## config.mk

```make
export PLATFORM = sky130hd
export DESIGN_NAME = scaler_bank
export DESIGN_NICKNAME = d
export VERILOG_FILES = /design/src/rtl/scaler_pkg.sv /design/src/rtl/scaler_chan.sv /design/src/rtl/scaler_ctrl.sv /design/src/rtl/scaler_rdport.sv /design/src/rtl/scaler_bank.sv
export SDC_FILE = /design/constraint.sdc
export NUM_CORES = 2
export LEC_CHECK = 0
export BUFFER_PORTS_ARGS = -buffer_cell sky130_fd_sc_hd__buf_2
export CORE_ASPECT_RATIO = 0.5
export CORE_MARGIN = 2
export CORE_UTILIZATION = 50
export CTS_BUF_LIST = sky130_fd_sc_hd__clkbuf_16
export CTS_CLUSTER_SIZE = 16
export DETAILED_ROUTE_END_ITERATION = 16
export PLACE_DENSITY = 0.65
export RECOVER_POWER = 50
export SKIP_LAST_GASP = 1
export SLEW_MARGIN = 20
export SYNTH_ARGS = -nofsm -noshare
export SYNTH_HDL_FRONTEND = slang
export SYNTH_HIERARCHICAL = 1
export SYNTH_SLANG_ARGS = --single-unit
```

## constraint.sdc

```tcl
create_clock -name clk -period 4.5 [get_ports clk]
set_input_delay 0.225 -clock clk [delete_from_list [all_inputs] [get_ports clk]]
set_output_delay 0.225 -clock clk [all_outputs]
set_load 0.005 [all_outputs]
```

## src/rtl/scaler_pkg.sv

```systemverilog
package scaler_pkg;

  typedef enum logic [1:0] {
    RD_SHADOW = 2'd0,
    RD_LIVE   = 2'd1,
    RD_CLEAR  = 2'd2,
    RD_OVF    = 2'd3
  } rd_mode_e;

  // Read modes that take a snapshot as a side effect.
  function automatic logic takes_snapshot(input rd_mode_e m);
    return (m == RD_LIVE) || (m == RD_CLEAR);
  endfunction

  // Read modes that split into two accesses when the host is narrow.
  function automatic logic splits_narrow(input rd_mode_e m);
    return m != RD_OVF;
  endfunction

endpackage

```

## src/rtl/scaler_chan.sv

```systemverilog
module scaler_chan #(
  parameter int CNT_W = 32
) (
  input  logic             clk,
  input  logic             rst_n,
  input  logic             inc,
  input  logic             inhibit,
  input  logic             clr_cnt,
  input  logic             clr_ovf,
  input  logic             capture,
  output logic [CNT_W-1:0] cnt,
  output logic [CNT_W-1:0] shadow,
  output logic             ovf,
  output logic             wrap
);

  // Sum with carry out; carry marks the step from all ones to zero.
  function automatic logic [CNT_W:0] step(input logic [CNT_W-1:0] v, input logic en);
    return {1'b0, v} + {{CNT_W{1'b0}}, en};
  endfunction

  logic             live_inc;
  logic [CNT_W:0]   sum;

  assign live_inc = inc && !inhibit;
  assign sum      = step(cnt, live_inc);
  assign wrap     = sum[CNT_W] && !clr_cnt;

  always_ff @(posedge clk) begin
    if (!rst_n) begin
      cnt    <= '0;
      shadow <= '0;
      ovf    <= 1'b0;
    end else begin
      if (clr_cnt)      cnt <= '0;
      else              cnt <= sum[CNT_W-1:0];
      if (capture)      shadow <= cnt;
      if (clr_ovf)      ovf <= 1'b0;
      else if (wrap)    ovf <= 1'b1;
    end
  end

endmodule

```

## src/rtl/scaler_ctrl.sv

```systemverilog
module scaler_ctrl
  import scaler_pkg::*;
#(
  parameter int NUM_CH      = 32,
  parameter int GROUP       = 8,
  parameter int INHIBIT_CYC = 10,
  parameter int CH_W        = 5,
  parameter int GRP_W       = 2
) (
  input  logic              clk,
  input  logic              rst_n,
  input  logic              ext_capture,
  input  logic              ext_clear,
  input  logic              exact_mode,
  input  logic              cmd_capture,
  input  logic              cmd_clear_all,
  input  logic              cmd_clear_ch,
  input  logic              cmd_clear_grp,
  input  logic              cmd_clear_ovf,
  input  logic [CH_W-1:0]   cmd_ch,
  input  logic [GRP_W-1:0]  cmd_grp,
  input  logic              rd_en,
  input  rd_mode_e          eff_mode,
  output logic              capture,
  output logic              inhibit,
  output logic [NUM_CH-1:0] clr_cnt,
  output logic [NUM_CH-1:0] clr_ovf
);

  localparam int INH_W = $clog2(INHIBIT_CYC + 1);

  logic             read_clear;
  logic             start_inh;
  logic [INH_W-1:0] inh_left;

  assign read_clear = rd_en && (eff_mode == RD_CLEAR);
  assign capture    = cmd_capture || ext_capture || (rd_en && takes_snapshot(eff_mode));
  assign start_inh  = capture && exact_mode;
  assign inhibit    = start_inh || (inh_left != '0);

  // Remaining inhibit cycles after the current one.
  always_ff @(posedge clk) begin
    if (!rst_n)                inh_left <= '0;
    else if (start_inh)        inh_left <= INH_W'(INHIBIT_CYC - 1);
    else if (inh_left != '0)   inh_left <= inh_left - 1'b1;
  end

  for (genvar i = 0; i < NUM_CH; i++) begin : g_clr
    logic ch_hit, grp_hit;
    assign ch_hit  = (cmd_ch == CH_W'(i));
    assign grp_hit = cmd_clear_grp && (cmd_grp == GRP_W'(i / GROUP));
    assign clr_cnt[i] = ext_clear || cmd_clear_all || read_clear
                        || (cmd_clear_ch && ch_hit) || grp_hit;
    assign clr_ovf[i] = cmd_clear_all || grp_hit
                        || ((cmd_clear_ch || cmd_clear_ovf) && ch_hit);
  end

endmodule

```

## src/rtl/scaler_rdport.sv

```systemverilog
module scaler_rdport
  import scaler_pkg::*;
#(
  parameter int NUM_CH = 32,
  parameter int CNT_W  = 32,
  parameter int GROUP  = 8,
  parameter int CH_W   = 5
) (
  input  logic                         clk,
  input  logic                         rst_n,
  input  logic                         rd_en,
  input  rd_mode_e                     rd_mode,
  input  logic                         rd_narrow,
  input  logic [CH_W-1:0]              rd_ch,
  input  logic [NUM_CH-1:0][CNT_W-1:0] cnt_all,
  input  logic [NUM_CH-1:0][CNT_W-1:0] shadow_all,
  input  logic [NUM_CH-1:0]            ovf_flags,
  output rd_mode_e                     eff_mode,
  output logic                         half_q,
  output logic [CNT_W-1:0]             rd_data,
  output logic                         rd_valid
);

  localparam int HALF = CNT_W / 2;
  localparam logic [CNT_W-1:0] LOW_MASK = CNT_W'((64'd1 << HALF) - 64'd1);

  function automatic logic [CNT_W-1:0] narrow_part(input logic [CNT_W-1:0] v,
                                                   input logic lower);
    return lower ? (v & LOW_MASK) : (v >> HALF);
  endfunction

  function automatic logic [CNT_W-1:0] group_flags(input logic [NUM_CH-1:0] f,
                                                   input logic [CH_W-1:0] ch);
    logic [CNT_W-1:0] r;
    int base;
    r    = '0;
    base = (int'(ch) / GROUP) * GROUP;
    for (int j = 0; j < GROUP; j++) r[j] = f[base + j];
    return r;
  endfunction

  logic             split;
  logic [CNT_W-1:0] src;
  logic [CNT_W-1:0] next_data;

  assign split    = rd_narrow && splits_narrow(rd_mode);
  assign eff_mode = (split && half_q) ? RD_SHADOW : rd_mode;

  always_comb begin
    src = (eff_mode == RD_SHADOW) ? shadow_all[rd_ch] : cnt_all[rd_ch];
    if (rd_mode == RD_OVF) next_data = group_flags(ovf_flags, rd_ch);
    else if (split)        next_data = narrow_part(src, half_q);
    else                   next_data = src;
  end

  always_ff @(posedge clk) begin
    if (!rst_n) begin
      rd_data  <= '0;
      rd_valid <= 1'b0;
      half_q   <= 1'b0;
    end else begin
      rd_valid <= rd_en;
      if (rd_en) rd_data <= next_data;
      if (rd_en && splits_narrow(rd_mode)) half_q <= rd_narrow ? !half_q : 1'b0;
    end
  end

endmodule

```

## src/rtl/scaler_bank.sv

```systemverilog
module scaler_bank
  import scaler_pkg::*;
#(
  parameter int NUM_CH      = 32,
  parameter int CNT_W       = 32,
  parameter int GROUP       = 8,
  parameter int INHIBIT_CYC = 10,
  localparam int NUM_GRP    = NUM_CH / GROUP,
  localparam int CH_W       = (NUM_CH > 1) ? $clog2(NUM_CH) : 1,
  localparam int GRP_W      = (NUM_GRP > 1) ? $clog2(NUM_GRP) : 1
) (
  input  logic              clk,
  input  logic              rst_n,
  input  logic [NUM_CH-1:0] cnt_strobe,
  input  logic              ext_capture,
  input  logic              ext_clear,
  input  logic              exact_mode,
  input  logic              cmd_capture,
  input  logic              cmd_clear_all,
  input  logic              cmd_clear_ch,
  input  logic              cmd_clear_grp,
  input  logic              cmd_clear_ovf,
  input  logic [CH_W-1:0]   cmd_ch,
  input  logic [GRP_W-1:0]  cmd_grp,
  input  logic              rd_en,
  input  logic [1:0]        rd_mode,
  input  logic              rd_narrow,
  input  logic [CH_W-1:0]   rd_ch,
  output logic [CNT_W-1:0]  rd_data,
  output logic              rd_valid,
  output logic              ovf_any
);

  logic [NUM_CH-1:0][CNT_W-1:0] cnt_all;
  logic [NUM_CH-1:0][CNT_W-1:0] shadow_all;
  logic [NUM_CH-1:0]            ovf_flags;
  logic [NUM_CH-1:0]            wrap_vec;
  logic [NUM_CH-1:0]            clr_cnt_vec;
  logic [NUM_CH-1:0]            clr_ovf_vec;
  logic                         capture;
  logic                         inhibit;
  logic                         half_q;
  rd_mode_e                     eff_mode;

  scaler_ctrl #(
    .NUM_CH(NUM_CH), .GROUP(GROUP), .INHIBIT_CYC(INHIBIT_CYC),
    .CH_W(CH_W), .GRP_W(GRP_W)
  ) u_ctrl (
    .clk(clk), .rst_n(rst_n),
    .ext_capture(ext_capture), .ext_clear(ext_clear), .exact_mode(exact_mode),
    .cmd_capture(cmd_capture), .cmd_clear_all(cmd_clear_all),
    .cmd_clear_ch(cmd_clear_ch), .cmd_clear_grp(cmd_clear_grp),
    .cmd_clear_ovf(cmd_clear_ovf), .cmd_ch(cmd_ch), .cmd_grp(cmd_grp),
    .rd_en(rd_en), .eff_mode(eff_mode),
    .capture(capture), .inhibit(inhibit),
    .clr_cnt(clr_cnt_vec), .clr_ovf(clr_ovf_vec)
  );

  for (genvar i = 0; i < NUM_CH; i++) begin : g_ch
    scaler_chan #(.CNT_W(CNT_W)) u_chan (
      .clk(clk), .rst_n(rst_n),
      .inc(cnt_strobe[i]), .inhibit(inhibit),
      .clr_cnt(clr_cnt_vec[i]), .clr_ovf(clr_ovf_vec[i]), .capture(capture),
      .cnt(cnt_all[i]), .shadow(shadow_all[i]),
      .ovf(ovf_flags[i]), .wrap(wrap_vec[i])
    );
  end

  scaler_rdport #(
    .NUM_CH(NUM_CH), .CNT_W(CNT_W), .GROUP(GROUP), .CH_W(CH_W)
  ) u_rd (
    .clk(clk), .rst_n(rst_n),
    .rd_en(rd_en), .rd_mode(rd_mode_e'(rd_mode)), .rd_narrow(rd_narrow),
    .rd_ch(rd_ch), .cnt_all(cnt_all), .shadow_all(shadow_all),
    .ovf_flags(ovf_flags), .eff_mode(eff_mode), .half_q(half_q),
    .rd_data(rd_data), .rd_valid(rd_valid)
  );

  assign ovf_any = |ovf_flags;

endmodule

```

==> impl_metrics.tcl <==
set metrics [dict create \
    outcome "finished, violations left" \
    failed_checks "max-capacitance violations, max-slew violations" \
    global_route.usage.met1_pct 45.41 \
    power_switching_mw 9.071 \
    setup_viol 0 \
    cts_tree "yes" \
    globalRouteTotalUtil_pct 32.03 \
    final_min_period_over_clock_period_pct 94.91 \
    final_layout_size_suffix_gt1_share_pct 12.56 \
    post-route-drc-count 0 \
    synth_sequential_area_ratio_pct 39.53 \
    p_seq_share_pct 49.3 \
    cts-buffers-inserted 204 \
    post-dp-hpwl_um 271200 \
    finalWeightedCongestion 1.039 \
    synth_largest_type_area_fraction_pct 39.53 \
    criticalPathCategory "in -> reg" \
    fin_tns_setup_ns 0 \
    htreeDepth 4 \
    largest_net_degree_at_the_start_of_global_routing 221 \
    clkSlewWorstSetupHoldPaths_ns 0.06 \
    slew_headroom_pct -31.27 \
    crit_required_ns 5.23 \
    design.portCount 92 \
    initial_utilization_pct 50.20 \
    crit-reg2reg-launch "u_rd/half_q" \
    placement_rows 120 \
    routed_via_density 6.414 \
    cts-root-buf "clkbuf_16" \
    slew_viol_final 824 \
    post_cts_resized 0 \
    cp_data_arrival_time_ns 5.00 \
    die_h_um 331.5 \
    grt_pass1_wl_um 527100 \
    cp_num_buf_inv 3 \
    power.share.combinational_pct 5.7 \
    synth_edf_count 0 \
    cellPowerDensity_mw_per_mm2 326.6 \
    global_route.usage.met2_pct 45.29 \
    yosysWarnings 6 \
    post_dp_cell_area_sq_mm 0.1102 \
    wire_per_inst_um 26.95 \
    routed_wirelength_um 362900 \
    area_growth_syn_to_layout_pct 8.724 \
    synth.top_cells.by_area "dfxtp_1 40%, mux4_2 12%, mux2i_1 10%, nor2b_1 6.3%, a21oi_1 2.7%" \
    yosys-top-cells-count "2118 x dfxtp_1, 1094 x mux2i_1, 1084 x nor2b_1" \
    hold_path.class "in -> reg" \
    final_nets 10550 \
    vdd_drop_max_mv 0.3488 \
    final_period_minus_worst_setup_slack_ns 4.271 \
    cap_viol_max_count 26 \
    first_iter_violations 11340 \
    post-route-worst-setup-slack_ns 0.2290 \
    grt_overflow_total 0 \
    crit_start "rd_ch[2]" \
    use_met3_pct 8.159 \
    fin_skew_ns 0.04648 \
    final_hold_viol_count 0 \
    achievable-frequency_mhz 234.1 \
    critical_path.top_delay_family "buffers and inverters" \
    detailedPlace.worstSlack_ns 0.4631 \
    numClockSinks 2118 \
    clock_path_buffers 4 \
    timing.critical_path.slowest_stage_cell "clkbuf_2" \
    die-width_um 659.0 \
    critical_path.endpoint_type "flip-flop" \
    mappedNetlistNets 10700 \
    ys.flop_type "dfxtp_1" \
    antenna_found_initial 32 \
    synth_area_sq_mm 0.1073 \
    postSynthCellCount 10570 \
    cellInternalPower_mw 29.02 \
    worst_slew_pin_slew_ns 1.969 \
    detailroute.via_count 86370 \
    dr.pass1.iters 6 \
    grt_pass1_vias 76970 \
    synth_seq_cells 2118 \
    unrepaired_setup_endpoints_after_global_routing "false" \
    synthMostInstantiatedCell "dfxtp_1" \
    fraction_of_power_spent_switching_nets_pct 23.81 \
    die-area_sq_mm 0.2185 \
    grt_most_used_layer "met1" \
    synth_top_cell_by_area "dfxtp_1" \
    static-leakage-power_nw 41.33 \
    synth.distinct_cells 82 \
    finalInstanceArea_sq_mm 0.1166 \
    worstPathMaxFanout 41 \
    timing.critical_path.cells "dlygate4sd3_1, clkbuf_2, clkbuf_2, mux4_2, mux2i_1, mux2i_1, a32o_1, nor2_1, o21ai_0" \
    design.core.area_sq_mm 0.2137 \
    min_delay_startpoint "cmd_ch[1]" \
    async_reset_ff_share_pct 0 \
    ant_nets 0 \
    finalCoreUtilization_pct 54.58 \
    clk_latency_ns 0.88 \
    share_clk_of_total_power_pct 45.0 \
    slowest_delay_ns 1.07 \
    cts_setup_buffers 0 \
    crit_path_start_kind "primary input" \
    place.port_buffers 91 \
    synth.avg_cell_area_sq_um 10.14 \
]
[path summary, 6_finish.rpt]
kind,endpoint,slack (ns),cells past startpoint
setup / recovery,u_rd/rd_data[18],0.23,9
hold / removal,g_ch[7].u_chan/ovf,0.07,5
setup reg to reg,g_ch[11].u_chan/shadow[27],0.28,10
hold reg to reg,u_rd/rd_data[22],0.45,1
[cell type report]
cell class | instances | area (sq um)
well taps | 2867 | 3587
clock buffers | 206 | 5155
multi-input cells | 7600 | 60990
fillers | 18800 | 97040
clock inverters | 159 | 1234
inverters | 164 | 620.6
flip-flops and latches | 2118 | 42400
repair buffers | 338 | 2592
diodes | 13 | 32.53
[power by group through the flow]
| stage | Sequential, mW | Combinational [mW] | Clock (mW) |
|---|---|---|---|
| global placement | 19.2 | 2.12 | 0 |
| floorplan | 19.2 | 1.47 | 0 |
| global route | 18.8 | 2.25 | 18.1 |
| CTS | 18.8 | 2.16 | 17.3 |
| finish | 18.8 | 2.17 | 17.1 |
| detailed placement | 19.2 | 2.13 | 0 |
[state kept, by name, indices dropped and copies added, names as in the netlist]
| register | count |
|---|---|
| g_ch.u_chan/cnt | 1024 |
| g_ch.u_chan/ovf | 32 |
| u_rd/rd_valid | 1 |
| u_rd/rd_data | 32 |
| u_rd/half_q | 1 |
| g_ch.u_chan/shadow | 1024 |
| u_ctrl/inh_left | 4 |
[stage by stage]
stage	hold slack (ns)	cells	power (mW)
floorplan	0.3427	10570	20.67
global placement	0.4303	13050	21.33
detailed placement	0.4374	13050	21.34
CTS	0.01526	13450	38.24
global route	0.1067	13460	39.13
finish	0.07179	13470	38.09
[layer usage]
metal / up-vias / share of wire, % / wire [um]
met5: - / 0.034 / 124
met4: 14 / 5.7 / 20530
met3: 664 / 10 / 37910
met2: 3784 / 41 / 149600
met1: 42700 / 43 / 154800
li1: 39210 / - / -
[cell families (layout without fill, tap and decap cells)]
kind of cell / count (synthesis) / after routing / synth area share (%)
xor+xnor: 415 / 415 / 3.389
compound gates: 1373 / 1373 / 7.663
mux: 1699 / 1699 / 22.74
flops: 2118 / 2118 / 39.53
fa+ha+maj: 67 / 67 / 0.7816
buf+inv: 856 / 867 / 3.581
simple gates: 4046 / 4046 / 22.32
other cells: 0 / 13 / 0
[layout by cell type, fill, tap and decap left out, types with 190 or more instances in the layout]
| cell | n |
|---|---|
| xnor2_1 | 253 |
| a21oi_1 | 577 |
| or4_1 | 354 |
| nand3_1 | 311 |
| nand2_1 | 482 |
| nor2_1 | 501 |
| mux4_2 | 588 |
| mux2i_1 | 1094 |
| nand4_1 | 388 |
| inv_1 | 197 |
| or3_1 | 190 |
| o31ai_1 | 327 |
| o21ai_0 | 315 |
| nor2b_1 | 1082 |
| clkbuf_16 | 206 |
| dfxtp_1 | 2118 |
[worst register-to-register path, stage by stage (launching register included)]
cell and delay [ns]:
dfxtp_1 0.40, nand2_1 0.10, o21a_1 0.17, inv_1 0.06, ha_1 0.23, nor2b_1 0.14
or3_1 1.46, buf_12 0.32, buf_4 0.82, mux2i_1 0.34, nor2b_1 0.07
[timing repair]
| item | 4_1_cts | 5_1_grt |
|---|---|---|
| hold endpoints to repair | 78 | 0 |
| hold buffers | 42 | 0 |
| endpoints found under the setup margin | 0 | 0 |
Power figures use the tool's default switching activity.
